File: config.mk
export PLATFORM = sky130hd
export DESIGN_NAME = dma_cnt_pair
export DESIGN_NICKNAME = d
export VERILOG_FILES = /design/src/rtl/dmac_pkg.sv /design/src/rtl/dmac_chan.sv /design/src/rtl/dmac_rdsel.sv /design/src/rtl/dma_cnt_pair.sv
export SDC_FILE = /design/constraint.sdc
export NUM_CORES = 1
export LEC_CHECK = 0
export BUFFER_PORTS_ARGS = -buffer_cell sky130_fd_sc_hd__buf_2
export CAP_MARGIN = 20
export CORE_UTILIZATION = 55
export CTS_CLUSTER_SIZE = 25
export DETAILED_ROUTE_END_ITERATION = 8
export PLACE_DENSITY = 0.85
export REMOVE_ABC_BUFFERS = 1
export SYNTH_ARGS = -nofsm -noshare
export SYNTH_HDL_FRONTEND = slang
export SYNTH_HIERARCHICAL = 1
export SYNTH_SLANG_ARGS = --single-unit
File: constraint.sdc
create_clock -name clk -period 5.4 [get_ports clk]
set_input_delay 1.08 -clock clk [delete_from_list [all_inputs] [get_ports clk]]
set_output_delay 1.08 -clock clk [all_outputs]
set_load 0.02 [all_outputs]
File: src/rtl/dmac_pkg.sv
package dmac_pkg;
  localparam int BYTE_W = 8;
  localparam int CNT_W  = 2 * BYTE_W;

  typedef logic [BYTE_W-1:0] byte_t;
  typedef logic [CNT_W-1:0]  cnt_t;

  localparam byte_t BYTE_INIT = '1;
  localparam cnt_t  CNT_INIT  = '1;

  // next value after one strobe: wrap to base at zero, else step down
  function automatic cnt_t step_down(cnt_t cur, cnt_t base);
    return (cur == '0) ? base : cur - cnt_t'(1);
  endfunction

  function automatic cnt_t join_bytes(byte_t hi, byte_t lo);
    return {hi, lo};
  endfunction

  function automatic byte_t pick_byte(cnt_t cur, logic upper);
    return upper ? cur[CNT_W-1:BYTE_W] : cur[BYTE_W-1:0];
  endfunction
endpackage

File: src/rtl/dmac_chan.sv
module dmac_chan
  import dmac_pkg::*;
#(
  parameter int                ADDR_W = 8,
  parameter logic [ADDR_W-1:0] LO_IDX = '0,
  parameter logic [ADDR_W-1:0] HI_IDX = '0
) (
  input  logic              clk,
  input  logic              rst_n,
  input  logic [ADDR_W-1:0] bus_addr,
  input  logic              bus_wr,
  input  byte_t             bus_wdata,
  input  logic              xfer,
  output logic              tc_o,
  output logic              rd_hit,
  output byte_t             rd_byte
);
  byte_t stage;
  cnt_t  base;
  cnt_t  count;

  // named internal events
  logic lo_sel, hi_sel, lo_wr, hi_wr, step, wrap;
  assign lo_sel = (bus_addr == LO_IDX);
  assign hi_sel = (bus_addr == HI_IDX);
  assign lo_wr  = bus_wr && lo_sel;
  assign hi_wr  = bus_wr && hi_sel;
  assign step   = xfer && !hi_wr;      // load wins over strobe
  assign wrap   = step && (count == '0);

  always_ff @(posedge clk or negedge rst_n) begin
    if (!rst_n) begin
      stage <= BYTE_INIT;
      base  <= CNT_INIT;
      count <= CNT_INIT;
      tc_o  <= 1'b0;
    end else begin
      tc_o <= wrap;
      if (lo_wr) stage <= bus_wdata;
      if (hi_wr) begin
        base  <= join_bytes(bus_wdata, stage);
        count <= join_bytes(bus_wdata, stage);
      end else if (step) begin
        count <= step_down(count, base);
      end
    end
  end

  assign rd_hit  = lo_sel || hi_sel;
  assign rd_byte = rd_hit ? pick_byte(count, hi_sel) : '0;

  p_stage_only_r2: assert property (@(posedge clk) disable iff (!rst_n)
    (lo_wr && !xfer) |=> ($stable(count) && $stable(base)));

  p_atomic_load_r3: assert property (@(posedge clk) disable iff (!rst_n)
    hi_wr |=> (count == {$past(bus_wdata), $past(stage)}) && (base == count));

  p_decrement_r4: assert property (@(posedge clk) disable iff (!rst_n)
    (step && count != '0) |=> (count == cnt_t'($past(count) - cnt_t'(1))));

  p_reload_r5: assert property (@(posedge clk) disable iff (!rst_n)
    wrap |=> (tc_o && count == base));

  p_tc_cause_r5: assert property (@(posedge clk) disable iff (!rst_n)
    tc_o |-> $past(wrap));

  p_write_wins_r6: assert property (@(posedge clk) disable iff (!rst_n)
    (hi_wr && xfer) |=> !tc_o);
endmodule

File: src/rtl/dmac_rdsel.sv
module dmac_rdsel
  import dmac_pkg::*;
#(
  parameter int N_CH = 2
) (
  input  logic [N_CH-1:0]             hit_i,
  input  logic [N_CH-1:0][BYTE_W-1:0] byte_i,
  output byte_t                       rdata_o
);
  always_comb begin
    rdata_o = '0;
    for (int i = 0; i < N_CH; i++) begin
      if (hit_i[i]) rdata_o = rdata_o | byte_i[i];
    end
  end

  always_comb begin
    p_one_hit_r8: assert ($onehot0(hit_i) || $isunknown(hit_i));
  end
endmodule

File: src/rtl/dma_cnt_pair.sv
module dma_cnt_pair
  import dmac_pkg::*;
#(
  parameter int                ADDR_W  = 8,
  parameter logic [ADDR_W-1:0] PLAY_LO = 8'h0B,
  parameter logic [ADDR_W-1:0] PLAY_HI = 8'h0C,
  parameter logic [ADDR_W-1:0] REC_LO  = 8'h0D,
  parameter logic [ADDR_W-1:0] REC_HI  = 8'h0E
) (
  input  logic              clk,
  input  logic              rst_n,
  input  logic [ADDR_W-1:0] reg_addr,
  input  logic              reg_wr,
  input  logic [7:0]        reg_wdata,
  output logic [7:0]        reg_rdata,
  input  logic              play_xfer,
  input  logic              rec_xfer,
  output logic              play_tc,
  output logic              rec_tc
);
  localparam int N_CH = 2;

  logic [N_CH-1:0]             xfer_v;
  logic [N_CH-1:0]             tc_v;
  logic [N_CH-1:0]             hit_v;
  logic [N_CH-1:0][BYTE_W-1:0] byte_v;

  assign xfer_v = {rec_xfer, play_xfer};

  for (genvar g = 0; g < N_CH; g++) begin : g_ch
    localparam logic [ADDR_W-1:0] LO = (g == 0) ? PLAY_LO : REC_LO;
    localparam logic [ADDR_W-1:0] HI = (g == 0) ? PLAY_HI : REC_HI;
    dmac_chan #(.ADDR_W(ADDR_W), .LO_IDX(LO), .HI_IDX(HI)) u_chan (
      .clk       (clk),
      .rst_n     (rst_n),
      .bus_addr  (reg_addr),
      .bus_wr    (reg_wr),
      .bus_wdata (reg_wdata),
      .xfer      (xfer_v[g]),
      .tc_o      (tc_v[g]),
      .rd_hit    (hit_v[g]),
      .rd_byte   (byte_v[g])
    );
  end

  dmac_rdsel #(.N_CH(N_CH)) u_rdsel (
    .hit_i   (hit_v),
    .byte_i  (byte_v),
    .rdata_o (reg_rdata)
  );

  assign play_tc = tc_v[0];
  assign rec_tc  = tc_v[1];

  // a terminal count on one channel needs a strobe on that channel
  p_own_strobe_r7: assert property (@(posedge clk) disable iff (!rst_n)
    play_tc |-> $past(play_xfer));
endmodule

Word level (Yosys, flattened, before mapping):

Index checks and enable logic that the tools add are counted.

* equal/unequal tests: 4
* add/sub/neg operators: 2
* bitwise logic cells: 1
* reduce and logical (&&, ||, !) cells: 16
* mux-type cells: 11

Operator list (number)
* two-way mux 16 bit: 6
* two-way mux 8 bit: 5
* equality test 8 x 4 -> 1 bit, second input constant: 4
* logical NOT 16 bit: 2
* subtractor 16 x 1 -> 16 bit, second input constant: 2
* logical AND 1 bit: 8
* OR 8 bit: 1
* nonzero test 2 bit: 2
* logical NOT 1 bit: 2
* logical OR 1 bit: 2

* register bits after elaboration: 82
* word-level logic and storage cells: 42
* input bits: 21
* output and inout bits: 10

Logic depth before layout (Yosys ltp):

Gate-level depths: netlist (run 1).

* word-level depth: 6
* gate-level depth with buffers: 8
* depth with buffers taken out: 7

Modules after synthesis:

The synthesis (run 1) kept the hierarchy.

By module, submodules not included
* dmac_chan at g_ch[0].u_chan: instances 1, area an instance 2382.3 um^2, cells an instance 265, seq. area each 1076.0 um^2
* dmac_chan at g_ch[1].u_chan: instances 1, area an instance 2303.5 um^2, cells an instance 252, seq. area each 1076.0 um^2
* dmac_rdsel: instances 1, area an instance 92.6 um^2, cells an instance 10, seq. area each 0.0 um^2

Worst setup path after synthesis (run 1):

No wires, ideal clock.

* kind: input-to-output
* start: in reg_addr[5]
* end: out reg_rdata[0]
* buffers on the path: 0
* path slack: 1.704 ns
* stages on the path: 5
* required time: 4.320 ns
* arrival: 2.616 ns
* path through: nor4_1 nand3_1 mux2i_1 nor2_1 a22o_1

RTL lines
* start, declared: RTL line dma_cnt_pair.sv:12 `input logic [ADDR_W-1:0] reg_addr,`
* end, declared: RTL line dma_cnt_pair.sv:15 `output logic [7:0] reg_rdata,`

==> results of run 1 <==
[registers in the layout, summed over array words and instances (netlist names)]
register,flops
g_ch.u_chan/stage,16
g_ch.u_chan/count,32
g_ch.u_chan/tc_o,2
g_ch.u_chan/base,32
[cells by family after synthesis]
logic type      synth area share, %
buf+inv                        4.03
fa+ha+maj                      1.05
flops                          45.0
mux                            7.59
compound gates                 15.3
simple gates                   24.6
xor+xnor                       2.38
[worst max-delay path: stages]
cell	delay [ns]
buf_2	0.10
nor4_1	0.60
nand3_1	0.59
mux2i_1	0.34
nor2_1	0.08
a22o_1	0.26
buf_2	0.15
[how the worst min path moves through the flow]
stage	to	slack (ns)	cells after the start
finish	g_ch[1].u_chan/base[1]	0.46	2
global route	g_ch[0].u_chan/base[13]	0.48	2
CTS	g_ch[1].u_chan/base[12]	0.46	2
detailed placement	g_ch[1].u_chan/base[1]	0.45	2
global placement	g_ch[1].u_chan/base[13]	0.45	2
floorplan	g_ch[0].u_chan/base[10]	0.44	2
[per-layer routing]
metal	vias to the layer above	wire, um	part of all wire (%)	global-route usage, %
met4	0	355	2.9	13.5
met5	-	0	0	0
met1	2049	5010	41	34.2
li1	1897	-	-	-
met3	42	758	6.1	5.58
met2	196	6210	50	50.5
[power by group through the flow]
stage	sequential (mW)	combinational, mW	clock [mW]
5_1_grt	1.06	0.815	0.462
3_5_place_dp	1.04	0.722	0
6_report	1.05	0.737	0.433
4_1_cts	1.04	0.726	0.441
3_3_place_gp	1.04	0.694	0
2_1_floorplan	0.968	0.577	0
[final cells by class]
cell class	count	area, um2
Clock inverter	5	55.1
Sequential cell	82	2150
Inverter	12	45.0
Fill cell	707	3190
Tap cell	105	131
Timing Repair Buffer	31	160
Clock buffer	11	131
Multi-Input combinational cell	406	2430
[cells in the mapped netlist (4+ instances only)]
cell	count
nor4_1	11
nand2_1	127
a22o_1	8
a22oi_1	10
a31oi_1	9
o211ai_1	15
xnor2_1	5
o21ai_1	8
buf_6	6
xor2_1	8
or4_1	4
a21oi_1	11
ha_1	4
nand3_1	13
or4_4	4
o21ai_0	14
dfstp_2	80
clkbuf_1	18
nor3_1	10
nor2_1	50
mux2i_1	16
mux2_2	18
inv_1	12
[cells in the final DEF (no fill, tap or decap), types with 5 or more instances in the layout]
cell type	netlist	layout
a21oi_1	11	11
a22o_1	8	8
a22oi_1	10	10
a31oi_1	9	9
buf_2	1	29
clkbuf_8	0	9
dfstp_2	80	80
inv_1	12	12
mux2_2	18	18
mux2i_1	16	16
nand2_1	127	127
nand3_1	13	13
nor2_1	50	50
nor3_1	10	10
nor4_1	11	11
o211ai_1	15	15
o21ai_0	14	14
o21ai_1	8	8
xnor2_1	5	5
xor2_1	8	8
==> qor.csv, run 1 <==
metric,value,unit
run status,"finished, final reports clean",
Crit. End Element,output pin,
Routed Antenna Nets,0,
Placer Congestion,1.03,
Synth cell types,63,
worst path required time,4.32,ns
setup tns final,0,ns
share of layout cells above drive strength 1,28.7,%
Switch Pwr,855,uW
Power Total,2.22,mW
crit path launch,reg_addr[5],
"EDFF count, synth",0,
Max-slew headroom,33.6,%
number of H-tree levels,3,
Least-Margin Pin Slew,0.996,ns
Routed WL,12300,um
post-synthesis sequential area ratio,45.0,%
Worst Path Arrival,3.21,ns
area growth from synthesis to layout,6.91,%
worst-skew pair later-pin latency,0.35,ns
via count,4184,
RSZ-0062 raised after global routing,no,
nets,567,
Lkg Pwr,2.22,nW
Hold Path Class,reg2reg,
total gr overflow,0,
Initial Util,57.6,%
Reg power frac,47.2,%
Setup crit end,reg_rdata[5],
sw frac,38.6,%
worst r2r path cells,5,
post-CTS setup repair buffer count,0,
crit path time final,4.29,ns
Fin Hold WS,0.461,ns
Seq cells post-synth,82,
Core ar.,8300,um2
final non-filler cell total,652,
Final setup viols,0,
max_cap viols,0,
f_max,233,MHz
DRT iter0 DRCs,241,
Cell Count Post-Placement,636,
vias in the first global route,4175,
top cell type by total area after synthesis,dfstp_2,
kind of critical path,in2out,
cts repair resizes,0,
overall routing resource usage,29.0,%
Worst Path Max Fanout,10,
Worst Slack Setup Final,1.11,ns
crit share post-route,79.4,%
antenna violations before repair,0,
drc violations,0,
Power Dens Cells,434,nW/um2
die height,95.2,um
Root Driver,clkbuf_8,
reg2reg setup slack,3.00,ns
placed inst area,4920,um2
Worst-path clk slew,0.08,ns
Final Hold Viols,0,
clock power share,19.5,%
"Avg Cell Area, Syn",9.07,um2
Util after Layout,61.6,%
first-pass GRT wire length,20000,um
num rows,33,
share of total power in combinational logic,33.3,%
IO Pins,31,
clock sinks,82,
"FFs w/ async S/R, synth",100,%
RR Endpoint,g_ch[1].u_chan/count[3],
pre-CTS setup slack,1.18,ns
routed length per instance,18.9,um
area of the die,9060,um2
CTS Hold Bufs,0,
CTS tree,built,
Detailed Place HPWL,8560,um
drt pass-1 iters,5,
Die Width,95.2,um
ys flop type,dfstp_2,
Post-Layout Inst Area,5110,um2
max-slew violations,0,
I/O Buffers,30,
Peak VDD IR,225,uV
synth warn,6,
Int Power,1.36,mW
Yosys top cell area share,44.0,%
crit path launch type,primary input,
worst-case clock buffer depth,2,
Synth area leaders,"dfstp_2 44%, nand2_1 10%, mux2_2 4.2%",
CTS Buf Count,9,
Clock Skew,0.00964,ns
reg2reg start,g_ch[1].u_chan/count[4],
largest net degree at the start of global routing,83,
ANT cells,0,
Gate Count Post-Synth,527,
cell area after synthesis,4780,um2
hold_sp,g_ch[1].u_chan/base[1],
Vias/cell,6.42,
No activity file was read; power rests on OpenSTA's default activity.
==> inputs of run 2 (changes only) <==
==> constraint.sdc (replaced) <==
create_clock -name clk -period 4.2 [get_ports clk]
set_input_delay 0.84 -clock clk [delete_from_list [all_inputs] [get_ports clk]]
set_output_delay 0.84 -clock clk [all_outputs]
set_load 0.02 [all_outputs]
==> run 2 against run 1 <==
  * Clock skew increased by 0.0040 ns
  * Sequential power increased by 29%
  * Largest power group unchanged
  * Sequential share of layout area decreased by 0.17 points
  * Die area unchanged
  * Final cell count increased by 0.15%
  * Non-clock buffer count increased by 2
  * Worst setup slack got worse by 0.66 ns
  * Combinational power increased by 29%
  * First-iteration DRC count increased by 27%
  * Power increased by 29%
  * Sequential cell count unchanged
==> qor.csv, run 2 (synthesized netlist as in run 1, its figures left out) <==
metric,value,unit,change
setup tns final,0,ns,unchanged
crit share post-route,89.3,%,
vias in the first global route,4176,,was 4175
number of H-tree levels,3,,unchanged
I/O Buffers,30,,unchanged
run status,"finished, final reports clean",,unchanged
via count,4174,,was 4184
f_max,267,MHz,
RR Endpoint,g_ch[1].u_chan/count[0],,was g_ch[1].u_chan/count[3]
Crit. End Element,output pin,,unchanged
max_cap viols,0,,unchanged
IO Pins,31,,unchanged
reg2reg setup slack,1.82,ns,was 3.00 ns
worst-skew pair later-pin latency,0.36,ns,was 0.35 ns
max-slew violations,0,,unchanged
Root Driver,clkbuf_8,,unchanged
area of the die,9060,um2,unchanged
largest net degree at the start of global routing,83,,unchanged
crit path launch type,primary input,,unchanged
Hold Path Class,reg2reg,,unchanged
area of the multi-input gates,2430,um2,unchanged
Final Hold Viols,0,,unchanged
routed length per instance,18.8,um,was 18.9 um
Worst Slack Setup Final,0.448,ns,was 1.11 ns
kind of critical path,in2out,,unchanged
GR Util met3,5.58,%,unchanged
reg2reg start,g_ch[1].u_chan/count[7],,was g_ch[1].u_chan/count[4]
clock sinks,82,,unchanged
"leading cell types in the layout, fill and taps excluded","127 x nand2_1, 80 x dfstp_2, 50 x nor2_1, 29 x buf_2, 18 x mux2_2",,unchanged
Initial Util,57.6,%,unchanged
worst path required time,3.36,ns,was 4.32 ns
clock power share,19.9,%,was 19.5%
num rows,33,,unchanged
Fill cells,690,,was 707
hold_sp,g_ch[0].u_chan/stage[3],,was g_ch[1].u_chan/base[1]
Sequential Area,2150,um2,unchanged
CTS Buf Count,9,,unchanged
Worst Path Arrival,2.91,ns,was 3.21 ns
first-pass GRT wire length,20200,um,was 20000 um
crit path time final,3.75,ns,
Peak VDD IR,303,uV,was 225 uV
worst hold stages,2,,unchanged
Switch Pwr,1.10,mW,was 855 uW
Routed WL,12300,um,about the same
drc violations,0,,unchanged
worst r2r path cells,5,,unchanged
Core ar.,8300,um2,unchanged
ANT cells,0,,unchanged
Detailed Place HPWL,8700,um,was 8560 um
post-CTS setup repair buffer count,0,,unchanged
RSZ-0062 raised after global routing,no,,unchanged
share of layout cells above drive strength 1,29.0,%,was 28.7%
antenna violations before repair,0,,unchanged
GRT busiest layer,met2,,unchanged
total gr overflow,0,,unchanged
Final setup viols,0,,unchanged
CTS Hold Bufs,0,,unchanged
Clock Skew,0.0137,ns,was 0.00964 ns
sw frac,38.4,%,was 38.6%
Vias/cell,6.39,,was 6.42
Max-slew headroom,34.0,%,was 33.6%
drt pass-1 iters,5,,unchanged
Least-Margin Pin Slew,0.990,ns,was 0.996 ns
overall routing resource usage,29.5,%,was 29.0%
share of total power in combinational logic,33.1,%,was 33.3%
die height,95.2,um,unchanged
Reg power frac,47.0,%,was 47.2%
M1 GR Usage,35.5,%,was 34.2%
cts repair resizes,0,,unchanged
met2 GRT Util,50.9,%,was 50.5%
worst hold path endpoint,g_ch[0].u_chan/base[3],,was g_ch[1].u_chan/base[1]
CTS tree,built,,unchanged
Worst Path Max Fanout,10,,unchanged
Power Dens Cells,559,nW/um2,was 434 nW/um2
Int Power,1.77,mW,was 1.36 mW
worst-case clock buffer depth,2,,unchanged
DRT iter0 DRCs,307,,was 241
nets,569,,was 567
Largest regs,"g_ch.u_chan/base x32, g_ch.u_chan/count x32, g_ch.u_chan/stage x16",,unchanged
Worst-path clk slew,0.09,ns,was 0.08 ns
Die Width,95.2,um,unchanged
Routed Antenna Nets,0,,unchanged
area growth from synthesis to layout,7.36,%,was 6.91%
Placer Congestion,1.05,,was 1.03
pre-CTS setup slack,0.495,ns,was 1.18 ns
Lkg Pwr,2.24,nW,was 2.22 nW
"commonest non-fill, non-tap cell in the layout",nand2_1,,unchanged
-- run 2: cell count changes in the layout (fill, tap and decap cells not counted) --
cell,before,now
buf_4,2,4
clkbuf_1,2,1
clkbuf_8,9,10
clkinv_2,2,1
clkinvlp_4,2,1
inv_6,0,1
-- run 2: how the worst max path moves through the flow --
stage	start	cells after the start	slack, ns	endpoint
2_1_floorplan	reg_addr[5]	5	0.98	reg_rdata[0]
3_3_place_gp	reg_addr[5]	7	0.61	reg_rdata[0]
3_5_place_dp	reg_addr[5]	7	0.50	reg_rdata[7]
4_1_cts	reg_addr[5]	7	0.50	reg_rdata[7]
5_1_grt	reg_addr[5]	7	0.30	reg_rdata[6]
6_report	reg_addr[5]	7	0.45	reg_rdata[7]
-- run 2: metrics by stage --
step	std cells	hold slack (ns)	util [%]	cell area (um2)	power (mW)
floorplan	500	0.436	-	4630	1.99
global placement	638	0.445	59.5	4940	2.23
detailed placement	638	0.452	59.5	4940	2.27
CTS	653	0.449	61.8	5130	2.85
global route	653	0.470	61.8	5130	3.03
finish	653	0.449	61.8	5130	2.87
-- run 2: power by group through the flow --
| stage | clock [mW] | sequential [mW] | combinational [mW] |
|---|---|---|---|
| after floorplan | 0 | 1.24 | 0.742 |
| after global placement | 0 | 1.34 | 0.893 |
| after detailed placement | 0 | 1.34 | 0.929 |
| after CTS | 0.584 | 1.33 | 0.935 |
| after global routing | 0.616 | 1.37 | 1.05 |
| final | 0.570 | 1.35 | 0.948 |
-- run 2: area by class of cell --
cell class / instances / share of cell area [%]
clock inverter: 4 / 1.00
tap: 105 / 2.56
timing repair buffer: 33 / 3.41
multi-input combinational: 406 / 47.4
inverter: 12 / 0.878
sequential: 82 / 42.0
clock buffer: 11 / 2.76
-- run 2: per-layer routing --
layer	vias up	wire, um
met5	-	0
met4	0	450
met3	49	818
met2	199	6050
met1	2014	4960
li1	1912	-
-- run 2: critical path: stages --
cell and delay (ns):
buf_2 0.10, nor4_1 0.60, nand3_1 0.57, mux2i_1 0.31, nor2_1 0.06, a22o_1 0.26
buf_2 0.16
